<file path="config.mk">
export PLATFORM = sky130hd
export DESIGN_NAME = cfg_field_bank
export DESIGN_NICKNAME = d
export VERILOG_FILES = /design/src/rtl/cfg_bank_pkg.sv /design/src/rtl/cfg_bus_port.sv /design/src/rtl/cfg_set_field.sv /design/src/rtl/cfg_trig_bit.sv /design/src/rtl/cfg_field_bank.sv
export SDC_FILE = /design/constraint.sdc
export NUM_CORES = 1
export LEC_CHECK = 0
export ABC_AREA = 0
export BUFFER_PORTS_ARGS = -buffer_cell sky130_fd_sc_hd__clkbuf_2
export CORE_MARGIN = 3
export CORE_UTILIZATION = 37
export CTS_CLUSTER_DIAMETER = 120
export DETAILED_ROUTE_END_ITERATION = 8
export PLACE_DENSITY = 0.74
export SETUP_SLACK_MARGIN = 0.05
export SLEW_MARGIN = 20
export SYNTH_ARGS = -nofsm -noshare
export SYNTH_HDL_FRONTEND = slang
export SYNTH_SLANG_ARGS = --single-unit
</file>
<file path="constraint.sdc">
create_clock -name clk -period 1.15 [get_ports clk]
set_input_delay 0.1725 -clock clk [delete_from_list [all_inputs] [get_ports clk]]
set_output_delay 0.1725 -clock clk [all_outputs]
set_load 0.01 [all_outputs]
</file>
<file path="src/rtl/cfg_bank_pkg.sv">
// Package: shared helpers for the field register bank.
// Assumes field widths never exceed 64 bits.
package cfg_bank_pkg;

    // Returns a vector with the low w bits set.
    function automatic logic [63:0] low_mask(input int unsigned w);
        logic [63:0] m;
        m = '0;
        for (int unsigned k = 0; k < 64; k++) begin
            if (k < w) m[k] = 1'b1;
        end
        return m;
    endfunction

endpackage

</file>
<file path="src/rtl/cfg_bus_port.sv">
// Bus port: single-access Wishbone slave handshake.
// Raises a registered acknowledge one cycle after a request, captures
// the read word at the request edge and issues a write strobe during
// the request cycle. Assumes the master drops its strobe after the ack.
module cfg_bus_port #(
    parameter int unsigned DATA_W = 16
) (
    input  logic              clk,
    input  logic              rst_n,
    input  logic              cyc_i,
    input  logic              stb_i,
    input  logic              we_i,
    input  logic [DATA_W-1:0] rd_word,
    output logic              wr_en,
    output logic              ack_o,
    output logic [DATA_W-1:0] dat_o
);

    logic req;

    // New request: strobe present and not already acknowledged.
    assign req   = cyc_i && stb_i && !ack_o;
    assign wr_en = req && we_i;

    // Acknowledge and read-data register.
    always_ff @(posedge clk) begin
        if (!rst_n) begin
            ack_o <= 1'b0;
            dat_o <= '0;
        end else begin
            ack_o <= req;
            if (req) dat_o <= rd_word;
        end
    end

    a_r1_ack_single: assert property (@(posedge clk) disable iff (!rst_n)
        ack_o |=> !ack_o);

    a_r1_ack_after_req: assert property (@(posedge clk) disable iff (!rst_n)
        ack_o |-> $past(cyc_i && stb_i));

endmodule

</file>
<file path="src/rtl/cfg_set_field.sv">
// Setting field: a register of WIDTH bits loaded from its slice of the
// write data when its word is written. Reset loads RST.
module cfg_set_field #(
    parameter int unsigned       WIDTH = 8,
    parameter logic [WIDTH-1:0]  RST   = '0
) (
    input  logic             clk,
    input  logic             rst_n,
    input  logic             wr_hit,
    input  logic [WIDTH-1:0] wr_data,
    output logic [WIDTH-1:0] value
);

    // Field storage.
    always_ff @(posedge clk) begin
        if (!rst_n)      value <= RST;
        else if (wr_hit) value <= wr_data;
    end

    a_r2_holds_without_write: assert property (@(posedge clk) disable iff (!rst_n)
        !wr_hit |=> $stable(value));

    a_r2_loads_on_write: assert property (@(posedge clk) disable iff (!rst_n)
        wr_hit |=> value == $past(wr_data));

endmodule

</file>
<file path="src/rtl/cfg_trig_bit.sv">
// Trigger bit: set by a bus write of 1 and cleared by the external
// clear pulse. A set in the same cycle as a clear wins.
module cfg_trig_bit (
    input  logic clk,
    input  logic rst_n,
    input  logic set_i,
    input  logic clr_i,
    output logic q
);

    // Trigger state with set priority.
    always_ff @(posedge clk) begin
        if (!rst_n)      q <= 1'b0;
        else if (set_i)  q <= 1'b1;
        else if (clr_i)  q <= 1'b0;
    end

    a_r7_set_wins: assert property (@(posedge clk) disable iff (!rst_n)
        set_i |=> q);

    a_r6_clear_drops: assert property (@(posedge clk) disable iff (!rst_n)
        (clr_i && !set_i) |=> !q);

    a_r5_holds_idle: assert property (@(posedge clk) disable iff (!rst_n)
        (!set_i && !clr_i) |=> $stable(q));

endmodule

</file>
<file path="src/rtl/cfg_field_bank.sv">
// Field register bank: Wishbone slave holding setting, status and
// trigger fields whose word address, lowest bit and width are parameters.
// Assumes fields at one word do not overlap and every field fits DATA_W.
module cfg_field_bank
    import cfg_bank_pkg::*;
#(
    parameter int unsigned ADDR_W = 4,
    parameter int unsigned DATA_W = 16,
    parameter int unsigned N_SET  = 2,
    parameter int unsigned N_STS  = 2,
    parameter int unsigned N_TRG  = 3,
    parameter int unsigned SET_ADDR [N_SET] = '{0, 1},
    parameter int unsigned SET_LSB  [N_SET] = '{0, 4},
    parameter int unsigned SET_W    [N_SET] = '{8, 6},
    parameter logic [DATA_W-1:0] SET_RST [N_SET] = '{16'h00A5, 16'h0015},
    parameter int unsigned STS_ADDR [N_STS] = '{0, 2},
    parameter int unsigned STS_LSB  [N_STS] = '{8, 0},
    parameter int unsigned STS_W    [N_STS] = '{4, 12},
    parameter int unsigned TRG_ADDR [N_TRG] = '{0, 1, 2},
    parameter int unsigned TRG_BIT  [N_TRG] = '{12, 0, 15}
) (
    input  logic                         clk,
    input  logic                         rst_n,
    input  logic                         wb_cyc_i,
    input  logic                         wb_stb_i,
    input  logic                         wb_we_i,
    input  logic [ADDR_W-1:0]            wb_adr_i,
    input  logic [DATA_W-1:0]            wb_dat_i,
    output logic [DATA_W-1:0]            wb_dat_o,
    output logic                         wb_ack_o,
    output logic [N_SET-1:0][DATA_W-1:0] set_out,
    input  logic [N_STS-1:0][DATA_W-1:0] sts_in,
    output logic [N_TRG-1:0]             trg_out,
    input  logic [N_TRG-1:0]             trg_clr
);

    logic              wr_en;
    logic [DATA_W-1:0] rd_word;
    logic [N_SET-1:0]  set_sel;
    logic [N_STS-1:0]  sts_sel;
    logic [N_TRG-1:0]  trg_sel;
    logic [DATA_W-1:0] set_rd [N_SET];
    logic [DATA_W-1:0] sts_rd [N_STS];
    logic [DATA_W-1:0] trg_rd [N_TRG];
    logic              in_unused;

    // Data bits outside every field and status bits above a field's width.
    assign in_unused = ^{wb_dat_i, sts_in};

    cfg_bus_port #(.DATA_W(DATA_W)) u_port (
        .clk     (clk),
        .rst_n   (rst_n),
        .cyc_i   (wb_cyc_i),
        .stb_i   (wb_stb_i),
        .we_i    (wb_we_i),
        .rd_word (rd_word),
        .wr_en   (wr_en),
        .ack_o   (wb_ack_o),
        .dat_o   (wb_dat_o)
    );

    // Setting fields.
    for (genvar g = 0; g < N_SET; g++) begin : g_set
        localparam int unsigned W = SET_W[g];
        localparam int unsigned L = SET_LSB[g];
        logic [W-1:0] val;
        assign set_sel[g] = (wb_adr_i == ADDR_W'(SET_ADDR[g]));
        cfg_set_field #(.WIDTH(W), .RST(SET_RST[g][W-1:0])) u_fld (
            .clk     (clk),
            .rst_n   (rst_n),
            .wr_hit  (wr_en && set_sel[g]),
            .wr_data (wb_dat_i[L +: W]),
            .value   (val)
        );
        assign set_out[g] = DATA_W'(val);
        assign set_rd[g]  = DATA_W'(val) << L;
    end

    // Status fields: read-only views of the inputs.
    for (genvar g = 0; g < N_STS; g++) begin : g_sts
        localparam int unsigned W = STS_W[g];
        localparam int unsigned L = STS_LSB[g];
        assign sts_sel[g] = (wb_adr_i == ADDR_W'(STS_ADDR[g]));
        assign sts_rd[g]  = DATA_W'(sts_in[g][W-1:0]) << L;
    end

    // Trigger bits.
    for (genvar g = 0; g < N_TRG; g++) begin : g_trg
        localparam int unsigned B = TRG_BIT[g];
        assign trg_sel[g] = (wb_adr_i == ADDR_W'(TRG_ADDR[g]));
        cfg_trig_bit u_trg (
            .clk   (clk),
            .rst_n (rst_n),
            .set_i (wr_en && trg_sel[g] && wb_dat_i[B]),
            .clr_i (trg_clr[g]),
            .q     (trg_out[g])
        );
        assign trg_rd[g] = DATA_W'(trg_out[g]) << B;
    end

    // Read multiplexer: OR of every field placed at the addressed word.
    always_comb begin
        rd_word = '0;
        for (int i = 0; i < int'(N_SET); i++) if (set_sel[i]) rd_word = rd_word | set_rd[i];
        for (int i = 0; i < int'(N_STS); i++) if (sts_sel[i]) rd_word = rd_word | sts_rd[i];
        for (int i = 0; i < int'(N_TRG); i++) if (trg_sel[i]) rd_word = rd_word | trg_rd[i];
    end

    // a status field never shows bits above its width.
    for (genvar g = 0; g < N_STS; g++) begin : g_chk
        a_r8_status_width: assert property (@(posedge clk) disable iff (!rst_n)
            (sts_rd[g] & ~(DATA_W'(low_mask(STS_W[g])) << STS_LSB[g])) == '0);
    end

endmodule

</file>
* Yosys cells after proc, flatten, opt, wreduce, memory -nomap -nowiden
Index checks and enable logic that the tools add are counted.
** Word-level totals
- Register bits after elaboration :: 34
- Input bits :: 60
- Output and inout port bits :: 52
** Operators by class
- Eq/ne operators :: 2
- Multiplexer cells :: 13
- Bitwise gates (word level) :: 6
- Reduce and logical (&&, ||, !) cells :: 14
** Operators by type and width (number)
- $mux W16 :: 6
- $or A16 B12 Y16 :: 2
- $or A16 B1 Y16 :: 1
- $or A16 B13 Y16 :: 1
- $or A16 B16 Y16 :: 1
- $or A8 B10 Y10 :: 1
- $logic_and A1 B1 Y1 :: 9
- $mux W8 :: 1
- $mux W1 :: 6
- $reduce_bool A2 Y1 :: 3
- $eq A4 B1 Y1 const B :: 1
- $eq A4 B2 Y1 const B :: 1
- $logic_not A4 Y1 :: 1
- $logic_not A1 Y1 :: 1

* Longest topological paths before layout
Gate-level depths: netlist of run 1.
- Depth in word-level cells :: 14
- Mapped depth :: 5

* Cells and area by module
Synthesis of run 1 repeated with hierarchy kept, for this count alone.
** Second synthesis, totals
- Cells, all modules :: 185
- Area, all modules :: 1790.5 µm²
** Modules (own cells, without submodules)
- cfg_bus_port :: instances 1, cells an instance 74, area each 695.7 µm²
- cfg_field_bank :: instances 1, cells an instance 58, area each 457.9 µm²
- cfg_set_field (g_set[0].u_fld) :: instances 1, cells an instance 25, area each 291.5 µm²
- cfg_set_field (g_set[1].u_fld) :: instances 1, cells an instance 19, area each 221.5 µm²
- cfg_trig_bit :: instances 3, cells an instance 3, area each 41.3 µm²

* Worst setup path after synthesis of run 1
OpenSTA, ideal clock, no wires.
- Kind :: register to register
- From :: register u_port.ack_o
- To :: register g_trg[1].u_trg.q
- Setup time :: 115 ps
- Arrival :: 1222 ps
- Data required time :: 1035 ps
- Setup slack :: -188 ps
- Cell stages (with the launch flop) :: 6
- Path buffers :: 2
- Cell sequence :: dfxtp_1 -> and3b_1 -> buf_1 -> and3_1 -> buf_4 -> a31o_1
** Between the ends
- Longest elaborated chain between the ends :: 6
- Elaborated cells on any way between the ends :: 7
** RTL lines
- from (decl) :: RTL line cfg_bus_port.sv:15 : output logic ack_o,
- from (signal assigned) :: RTL line cfg_bus_port.sv:31 : ack_o <= req;
- $logic_not A1 Y1 * :: RTL line cfg_bus_port.sv:22 : assign req = cyc_i && stb_i && !ack_o;
- $logic_and A1 B1 Y1 * :: RTL line cfg_bus_port.sv:22
- $logic_and A1 B1 Y1 * :: RTL line cfg_bus_port.sv:23 : assign wr_en = req && we_i;
- $logic_and A1 B1 Y1 * (2 in a row) :: RTL line cfg_field_bank.sv:94 : .set_i (wr_en && trg_sel[g] && wb_dat_i[B]),
- $mux W1 or $reduce_bool A2 Y1 (tied branches)
- to (signal assigned) :: RTL line cfg_trig_bit.sv:13 : if (!rst_n) q <= 1'b0;
- to (signal assigned) :: RTL line cfg_trig_bit.sv:14 : else if (set_i) q <= 1'b1;
- to (signal assigned) :: RTL line cfg_trig_bit.sv:15 : else if (clr_i) q <= 1'b0;
- to (decl) :: RTL line cfg_trig_bit.sv:8 : output logic q
Every way passes the cells marked *; elsewhere a longest branch is shown, timed or not.
A chain may end at the register's enable or synchronous reset.

* Worst setup path in the final report of run 1
- From :: register u_port.ack_o
- To :: register g_set[1].u_fld.value[2]
** Between the ends
- Longest elaborated chain between the ends :: 4
** RTL lines
- $logic_not A1 Y1 :: RTL line cfg_bus_port.sv:22
- $logic_and A1 B1 Y1 :: RTL line cfg_bus_port.sv:22
- $logic_and A1 B1 Y1 :: RTL line cfg_bus_port.sv:23
- $logic_and A1 B1 Y1 :: RTL line cfg_field_bank.sv:71 : .wr_hit (wr_en && set_sel[g]),
- to (signal assigned) :: RTL line cfg_set_field.sv:17 : else if (wr_hit) value <= wr_data;
- to (decl) :: RTL line cfg_set_field.sv:11 : output logic [WIDTH-1:0] value
Every way passes these cells.

==> impl_metrics.toml, run 1 <==
[worst_setup_path]
worst-setup-path-type = "flop to flop"
r2r_start = "u_port.ack_o$_SDFF_PN0_"
reg2reg_to = "g_set[1].u_fld.value[2]$_SDFFE_PN1P_"
cp-end-kind = "flop"
startpoint_type = "flop"
cp_slowest_cell = "dfxtp_2"
cp_top_family = "simple AND/OR/NAND/NOR gates"
slowest_delay_ns = 0.32
path_cells = "and3b_2, and3_4, mux2i_1"
required_ns = 1.35
cp_num_buf_inv = 0
r2r_setup_slack_ns = -0.06
cp.arrival_ns = 1.40
reg2reg_depth = 3
critPathMaxFanout = 7

[power_and_ir_drop]
p_leak_nw = 0.990
vdd_drop_max_mv = 0.687
p_per_area_mw_per_mm2 = 1110

[synth]
synth_compound_area_share_pct = 15.1
seq_area_frac_synth_pct = 40.4
synth_top_area_share_pct = 40.4
synthesis.area_sq_mm = 0.00159
post_synth.cell_area_avg_sq_um = 9.12
synth_fa_ha_area_share_pct = 0
muxShareOfSynthArea_pct = 8.83
synthFlopType = "dfxtp_1"
synth-edff-count = 0
synth.area.top_cells = "dfxtp_1 (40%), buf_4 (12%), mux2i_1 (8.8%)"
netlist_instances = 174
synth-seq-cells = 32
async_flop_share_pct = 0
synth_top_area_cell = "dfxtp_1"
synth.distinct_cells = 26
synth_simple_gate_area_share_pct = 20.7
ys_top_cells_by_count = "dfxtp_1 (32), buf_4 (25), nand2_1 (23)"
synth_top_family_by_area = "simple AND/OR/NAND/NOR gates"
yosys.area_share.xor_xnor_pct = 0
synth_most_common_cell = "dfxtp_1"
yosysWarnings = 0

[clocking]
clk_latency_ns = 0.28
cts_tree = "yes"
cts-root-buf = "clkbuf_8"
numCtsBuffers = 5
ctsHtreeMaxLevel = 2
cts.sinks = 32
cts.clk_slew.worst_paths_ns = 0.07
cts_buffer_depth = 2

[finish]
seq_area_sq_um = 642
layout.nets = 308
drive_gt1_share_pct = 43.4
n_fill_cell = 392
multiInputGateArea_sq_um = 873
areaGrowthSynthToFinish_pct = 35.7
fin_cells = 299
diodes = 0

[floorplan]
die-area_sq_mm = 0.00511
io_pins = 112
die_w_microns = 71.5
initial_core_util_pct = 39.1
die_h_microns = 71.5
row_count = 23
core_area_sq_mm = 0.00406

[sta]
skew_ns = 0.00872
whs_ns = 0.119
hold_violations = 0
period_minus_slack_ns = 1.21
finalWorstSetupSlack_ns = -0.0558
finalCritPeriodShare_pct = 105
slew_viol_final = 0
finalSetupViolations = 7
clock.fmax_mhz = 829
rsz0062_at_grt = "yes"

[outcome]
violations = "negative setup slack"
status = "finished with violations"

[global_routing]
grt_usage_pct = 16.4
grt_overflow = 0
grt_pass1_wl_mm = 6.58
first_global_vias = 1332
antenna_found_initial = 0
grt_max_degree = 49

[worst_hold_path]
hold_path_end = "g_set[0].u_fld.value[1]$_SDFFE_PN0P_"
holdPathStages = 3
holdCritPathClass = "primary input to flop"
hp-start = "wb_dat_i[1]"

[placement]
io_buffers = 71
routabilityCongestion = 0.754
dp_hpwl_mm = 2.98
dp_cells = 289

[drt]
vias = 1436
wl_mm = 4.19
ant_nets = 0
drc_errors = 0
dr.pass1.iters = 4
post_drt_wl_per_cell_microns = 14.0
vias_per_cell = 4.80
drt-initial-drc-count = 82

[job]
maxCapViolations = 0
[what timing repair did]
item,4_1_cts,5_1_grt
gates resized for setup,9,3
hold buffers,0,0
buffers inserted,1,0
pin swaps,6,6
gates cloned,1,0
setup endpoints to repair,28,31
[worst min-delay path: stages]
cell	delay, ns
clkbuf_2	0.08
nand2_1	0.04
mux2i_1	0.05
[power breakdown]
group	internal (mW)	leakage [nW]	total, mW	switching, mW
combinational	0.155	0.679	0.345	0.189
sequential	1.14	0.261	1.15	0.0160
clock	0.477	0.0510	0.883	0.406
[cell families after synthesis]
logic type / count (synthesis)
flops: 32
compound gates: 36
buf+inv: 35
other cells: 1
simple gates: 56
mux: 14
[how the worst max path moves through the flow]
stage | end | from | cells past startpoint | slack (ns)
2_1_floorplan | g_trg[0].u_trg.q$_SDFFE_PN0P_ | u_port.ack_o$_SDFF_PN0_ | 5 | -0.04
5_1_grt | g_set[1].u_fld.value[2]$_SDFFE_PN1P_ | u_port.ack_o$_SDFF_PN0_ | 3 | -0.12
3_3_place_gp | g_set[1].u_fld.value[4]$_SDFFE_PN1P_ | wb_adr_i[1] | 4 | -0.09
3_5_place_dp | g_set[1].u_fld.value[2]$_SDFFE_PN1P_ | wb_adr_i[1] | 4 | -0.16
4_1_cts | g_set[1].u_fld.value[2]$_SDFFE_PN1P_ | u_port.ack_o$_SDFF_PN0_ | 3 | -0.07
6_report | g_set[1].u_fld.value[2]$_SDFFE_PN1P_ | u_port.ack_o$_SDFF_PN0_ | 3 | -0.06
[through the flow]
stage          TNS (ns)  setup WS (ns)  area (sq um)  power [mW]  util, %
2_1_floorplan    -0.461        -0.0356          1720        1.39        -
3_5_place_dp      -2.11         -0.158          2010        1.51     49.4
5_1_grt           -1.57         -0.125          2150        2.50     53.1
4_1_cts          -0.211        -0.0706          2150        2.41     53.1
6_report         -0.140        -0.0558          2150        2.38     53.1
3_3_place_gp      -1.30        -0.0856          2010        1.50     49.4
[final cells by class]
cell class | instances | area share [%]
Sequential cell | 32 | 29.8
Clock inverter | 2 | 0.465
Clock buffer | 6 | 3.83
Timing Repair Buffer | 82 | 22.4
Tap cell | 50 | 2.91
Multi-Input combinational cell | 127 | 40.6
[layer usage]
metal	GRT usage [%]	part of all wire (%)	vias up
li1	-	-	709
met1	21.1	46	668
met2	26.3	47	55
met3	5.05	6.8	4
met4	5.01	0.62	0
met5	0	0	-
[cell usage in the layout (no fill, tap or decap), types with 2 or more instances in the layout]
cell / n
a21boi_1: 2
a21oi_1: 7
a221oi_1: 2
a221oi_2: 10
a31o_1: 2
and3_4: 2
and3b_1: 2
buf_12: 3
buf_4: 6
buf_6: 2
clkbuf_2: 71
clkbuf_8: 6
clkinv_2: 2
conb_1: 20
dfxtp_1: 31
mux2i_1: 14
nand2_1: 23
nand3_1: 2
nor2_1: 5
nor2b_1: 14
nor4b_4: 2
o21ai_0: 8
o21ai_1: 4
[flip-flops by register name, indices dropped and copies added, names as in the netlist]
name and count:
g_trg.u_trg.q 3, u_port.ack_o 1, g_set.u_fld.value 14, u_port.dat_o 14
(Power assumes the default switching activity.)
==> run 2, diff against run 1 <==
Settings changed: SETUP_SLACK_MARGIN 0.05 to 0.3.
==> run 2 against run 1 <==
The run still ends with negative setup slack left. Sequential power about the same. Setup slack improved by 0.010 ns. Fmax up 0.88%. Via count increased by 6.3%. Cell count is 4.7% higher. Sequential share of layout area fell by 2.7 points. Total power increased by 3.3%. Die area unchanged. Count of clock-buffer cells in the layout increased by 2. Critical path depth unchanged. Largest cell class unchanged.
==> impl_metrics.toml, run 2 (synthesized netlist as in run 1, its figures left out) <==
[sta]
finalWorstSetupSlack_ns = -0.0453
skew_ns = 0.00452
slew_viol_final = 0
rsz0062_at_grt = "yes"
clock.fmax_mhz = 837
hold_violations = 0
finalSetupViolations = 8
period_minus_slack_ns = 1.20
whs_ns = 0.109
finalCritPeriodShare_pct = 104

[global_routing]
grt_pass1_wl_mm = 7.25
first_global_vias = 1464
grt_usage_pct = 18.6
grt_overflow = 0
grt_max_degree = 18
antenna_found_initial = 0

[floorplan]
die_w_microns = 71.5
row_count = 23
initial_core_util_pct = 39.1
io_pins = 112
core_area_sq_mm = 0.00406
die-area_sq_mm = 0.00511
die_h_microns = 71.5

[worst_hold_path]
holdPathStages = 3
hold_path_end = "g_set[0].u_fld.value[1]$_SDFFE_PN0P_"
hp-start = "wb_dat_i[1]"
holdCritPathClass = "primary input to flop"

[finish]
reg_top3 = "g_set.u_fld.value (14), u_port.dat_o (14), g_trg.u_trg.q (3)"
layout_commonest_cell = "clkbuf_2"
layout.nets = 322
drive_gt1_share_pct = 58.2
n_fill_cell = 348
fin_cells = 313
final_cell_mix = "clkbuf_2 (39), buf_6 (33), dfxtp_2 (32)"
multiInputGateArea_sq_um = 897
diodes = 0
stdcell_area_sq_mm = 0.00251
seq_area_sq_um = 681
finish.utilization_pct = 61.8
areaGrowthSynthToFinish_pct = 58.0

[outcome]
violations = "negative setup slack"
status = "finished with violations"

[power_and_ir_drop]
vdd_drop_max_mv = 0.660
total_power_mw = 2.46
p_per_area_mw_per_mm2 = 982
p_leak_nw = 1.12

[worst_setup_path]
critPathMaxFanout = 7
cp_top_family = "simple AND/OR/NAND/NOR gates"
cp_slowest_cell = "dfxtp_2"
slowest_delay_ns = 0.32
worst-setup-path-type = "flop to flop"
reg2reg_to = "g_set[1].u_fld.value[0]$_SDFFE_PN1P_"
reg2reg_depth = 3
r2r_setup_slack_ns = -0.05
r2r_start = "u_port.ack_o$_SDFF_PN0_"
startpoint_type = "flop"
required_ns = 1.35
cp.depth = 3
cp.arrival_ns = 1.40
path_cells = "and3b_2, and3_4, mux2i_1"
cp_num_buf_inv = 0
cp-end-kind = "flop"

[clocking]
cts_hold_buf = 0
cts.clk_slew.worst_paths_ns = 0.07
clk_latency_ns = 0.28
ctsHtreeMaxLevel = 2
cts_buffer_depth = 2
numCtsBuffers = 5
cts-root-buf = "clkbuf_8"
cts_tree = "yes"
cts.sinks = 32

[drt]
met2WireLength_mm = 2.54
vias = 1527
drt-initial-drc-count = 45
wl_mm = 4.95
ant_nets = 0
vias_per_cell = 4.88
dr.pass1.iters = 4
drc_errors = 0
highest_layer = "met4"
wl_met3_microns = 378
wl_met1_mm = 1.97
post_drt_wl_per_cell_microns = 15.8

[placement]
dp_cells = 287
dp_hpwl_mm = 3.00
dpl-instance-area_sq_mm = 0.00198
io_buffers = 71
routabilityCongestion = 0.713

[job]
maxCapViolations = 0
## run 2: worst max-delay path by stage
stage | from | endpoint | slack (ns)
2_1_floorplan | u_port.ack_o$_SDFF_PN0_ | g_trg[0].u_trg.q$_SDFFE_PN0P_ | -0.04
3_3_place_gp | wb_adr_i[1] | g_set[0].u_fld.value[0]$_SDFFE_PN1P_ | -0.08
3_5_place_dp | wb_adr_i[1] | g_set[0].u_fld.value[4]$_SDFFE_PN0P_ | -0.12
4_1_cts | u_port.ack_o$_SDFF_PN0_ | g_set[0].u_fld.value[4]$_SDFFE_PN0P_ | -0.007
5_1_grt | u_port.ack_o$_SDFF_PN0_ | g_set[1].u_fld.value[0]$_SDFFE_PN1P_ | -0.08
6_report | u_port.ack_o$_SDFF_PN0_ | g_set[1].u_fld.value[0]$_SDFFE_PN1P_ | -0.05
## run 2: what timing repair did
action                     4_1_cts  5_1_grt
resized for setup               44       66
pin swaps                        2        4
buffers inserted                14        3
setup endpoints to repair       64       64
cloned                           1        0
## run 2: report_power, final
part / leakage (nW) / switching [mW] / internal [mW]
sequential: 0.268 / 0.0215 / 1.14
clock: 0.0455 / 0.416 / 0.488
combinational: 0.810 / 0.204 / 0.188
## run 2: tightest hold or removal path, stage by stage
cell      delay (ns)
clkbuf_2        0.08
nand2_1         0.04
mux2i_1         0.05
## run 2: final cells by class
class / instances / area share [%]
sequential: 32 / 27.1
timing repair buffer: 96 / 31.0
tap: 50 / 2.50
clock buffer: 8 / 3.59
multi-input combinational: 127 / 35.8
## run 2: metrics by stage
| stage | worst slack [ns] | TNS, ns |
|---|---|---|
| 2_1_floorplan | -0.0356 | -0.456 |
| 3_3_place_gp | -0.0772 | -0.967 |
| 3_5_place_dp | -0.117 | -1.73 |
| 4_1_cts | -0.00749 | -0.0325 |
| 5_1_grt | -0.0785 | -0.605 |
| 6_report | -0.0453 | -0.0947 |
## run 2: routing by layer
| layer | up-vias | GRT usage, % |
|---|---|---|
| met5 | - | 0 |
| met4 | 0 | 7.31 |
| met3 | 6 | 5.61 |
| met2 | 63 | 30.8 |
| met1 | 717 | 22.5 |
| li1 | 741 | - |
==> run 3, diff against run 2 <==
Settings changed: CELL_PAD_IN_SITES_DETAIL_PLACEMENT set to 1, CELL_PAD_IN_SITES_GLOBAL_PLACEMENT set to 1, CORE_UTILIZATION 37 to 26, CTS_BUF_LIST set to sky130_fd_sc_hd__clkbuf_4, PLACE_DENSITY 0.74 to 0.76, SKIP_CTS_REPAIR_TIMING set to 1.
==> run 3 against run 2 <==
The flow still finishes with violations (negative setup slack). Via count down 0.33%. Sequential power barely moved. Combinational power is 1% higher.
==> impl_metrics.toml, run 3 (synthesized netlist as in run 1, its figures left out) <==
[global_routing]
grt_pass1_wl_mm = 7.52
first_global_vias = 1442
antenna_found_initial = 0
grt_usage_pct = 13.4
grt_overflow = 0
grt_max_degree = 49

[finish]
multiInputGateArea_sq_um = 905
n_fill_cell = 670
diodes = 0
stdcell_area_sq_mm = 0.00241
final_cell_mix = "clkbuf_2 (42), dfxtp_2 (29), buf_6 (29)"
drive_gt1_share_pct = 56.1
layout_commonest_cell = "clkbuf_2"
seq_area_sq_um = 677
fin_cells = 325
layout.nets = 313
reg_top3 = "g_set.u_fld.value (14), u_port.dat_o (14), g_trg.u_trg.q (3)"
areaGrowthSynthToFinish_pct = 52.0
finish.utilization_pct = 42.2

[floorplan]
die-area_sq_mm = 0.00708
io_pins = 112
die_h_microns = 84.1
die_w_microns = 84.1
core_area_sq_mm = 0.00571
initial_core_util_pct = 27.8
row_count = 27

[sta]
finalSetupTns_ns = -0.359
hold_violations = 0
clock.fmax_mhz = 842
finalCritPeriodShare_pct = 103
finalWorstSetupSlack_ns = -0.0378
rsz0062_at_grt = "yes"
slew_viol_final = 0
skew_ns = 0.00254
finalSetupViolations = 15
whs_ns = 0.0646
period_minus_slack_ns = 1.19

[worst_hold_path]
hold_path_end = "g_set[0].u_fld.value[1]$_SDFFE_PN0P_"
holdCritPathClass = "primary input to flop"
holdPathStages = 3
hp-start = "wb_dat_i[1]"

[clocking]
numCtsBuffers = 5
ctsHtreeMaxLevel = 2
cts.clk_slew.worst_paths_ns = 0.10
cts_buffer_depth = 2
cts.sinks = 32
clk_latency_ns = 0.32
cts_tree = "yes"
cts-root-buf = "clkbuf_4"

[drt]
vias_per_cell = 4.68
drt-initial-drc-count = 31
vias = 1522
post_drt_wl_per_cell_microns = 15.7
ant_nets = 0
wl_mm = 5.11
drc_errors = 0
dr.pass1.iters = 4

[worst_setup_path]
required_ns = 1.40
slowest_delay_ns = 0.34
cp_top_family = "simple AND/OR/NAND/NOR gates"
cp_slowest_cell = "dfxtp_2"
cp.arrival_ns = 1.44
path_cells = "and3b_2, and3_2, mux2i_1"
cp-end-kind = "flop"
r2r_start = "u_port.ack_o$_SDFF_PN0_"
reg2reg_depth = 3
r2r_setup_slack_ns = -0.04
startpoint_type = "flop"
critPathMaxFanout = 5
reg2reg_to = "g_set[0].u_fld.value[2]$_SDFFE_PN1P_"
cp_num_buf_inv = 0
worst-setup-path-type = "flop to flop"

[placement]
dp_hpwl_mm = 3.46
io_buffers = 71
dp_cells = 308
routabilityCongestion = 0.644
post-place-ws_ns = -0.129
dpl-instance-area_sq_mm = 0.00201

[power_and_ir_drop]
total_power_mw = 2.14
vdd_drop_max_mv = 0.380
p_per_area_mw_per_mm2 = 887
p_leak_nw = 1.06

[job]
maxCapViolations = 0

[outcome]
violations = "negative setup slack"
status = "finished with violations"
[run 3: worst reg2reg max path: cells and delay by family (launching register included)]
kind | cells | cell delay (ns)
flops | 1 | 0.34
mux | 1 | 0.20
simple gates | 2 | 0.58
[run 3: layer usage]
metal  vias to the layer above  wire length [microns]  global-route usage, %
met5                         -                      0                      0
met3                         9                    376                   4.15
met1                       730                   2090                   16.2
li1                        723                      -                      -
met4                         0                     75                   4.39
met2                        60                   2580                   22.6
[run 3: worst max-delay path by stage]
stage / startpoint / end / slack (ns) / cells after the start
after detailed placement: wb_adr_i[1] / u_port.dat_o[8]$_SDFFE_PN0N_ / -0.13 / 5
after global routing: u_port.ack_o$_SDFF_PN0_ / g_set[0].u_fld.value[6]$_SDFFE_PN0P_ / -0.1 / 3
final: u_port.ack_o$_SDFF_PN0_ / g_set[0].u_fld.value[2]$_SDFFE_PN1P_ / -0.04 / 3
after global placement: wb_adr_i[1] / u_port.dat_o[9]$_SDFFE_PN0N_ / -0.09 / 5
after CTS: u_port.ack_o$_SDFF_PN0_ / g_set[0].u_fld.value[6]$_SDFFE_PN0P_ / -0.14 / 3
after floorplan: u_port.ack_o$_SDFF_PN0_ / g_trg[0].u_trg.q$_SDFFE_PN0P_ / -0.04 / 5
[run 3: layout make-up]
cell class | count | area share [%]
Timing Repair Buffer | 87 | 28.8
Sequential cell | 32 | 28.1
Clock buffer | 5 | 1.56
Tap cell | 72 | 3.74
Clock inverter | 2 | 0.311
Multi-Input combinational cell | 127 | 37.5
[run 3: power by group]
group	leakage, nW	internal (mW)	switching (mW)
clock	0.0261	0.213	0.363
sequential	0.267	1.14	0.0229
combinational	0.763	0.190	0.207
total	1.06	1.55	0.593
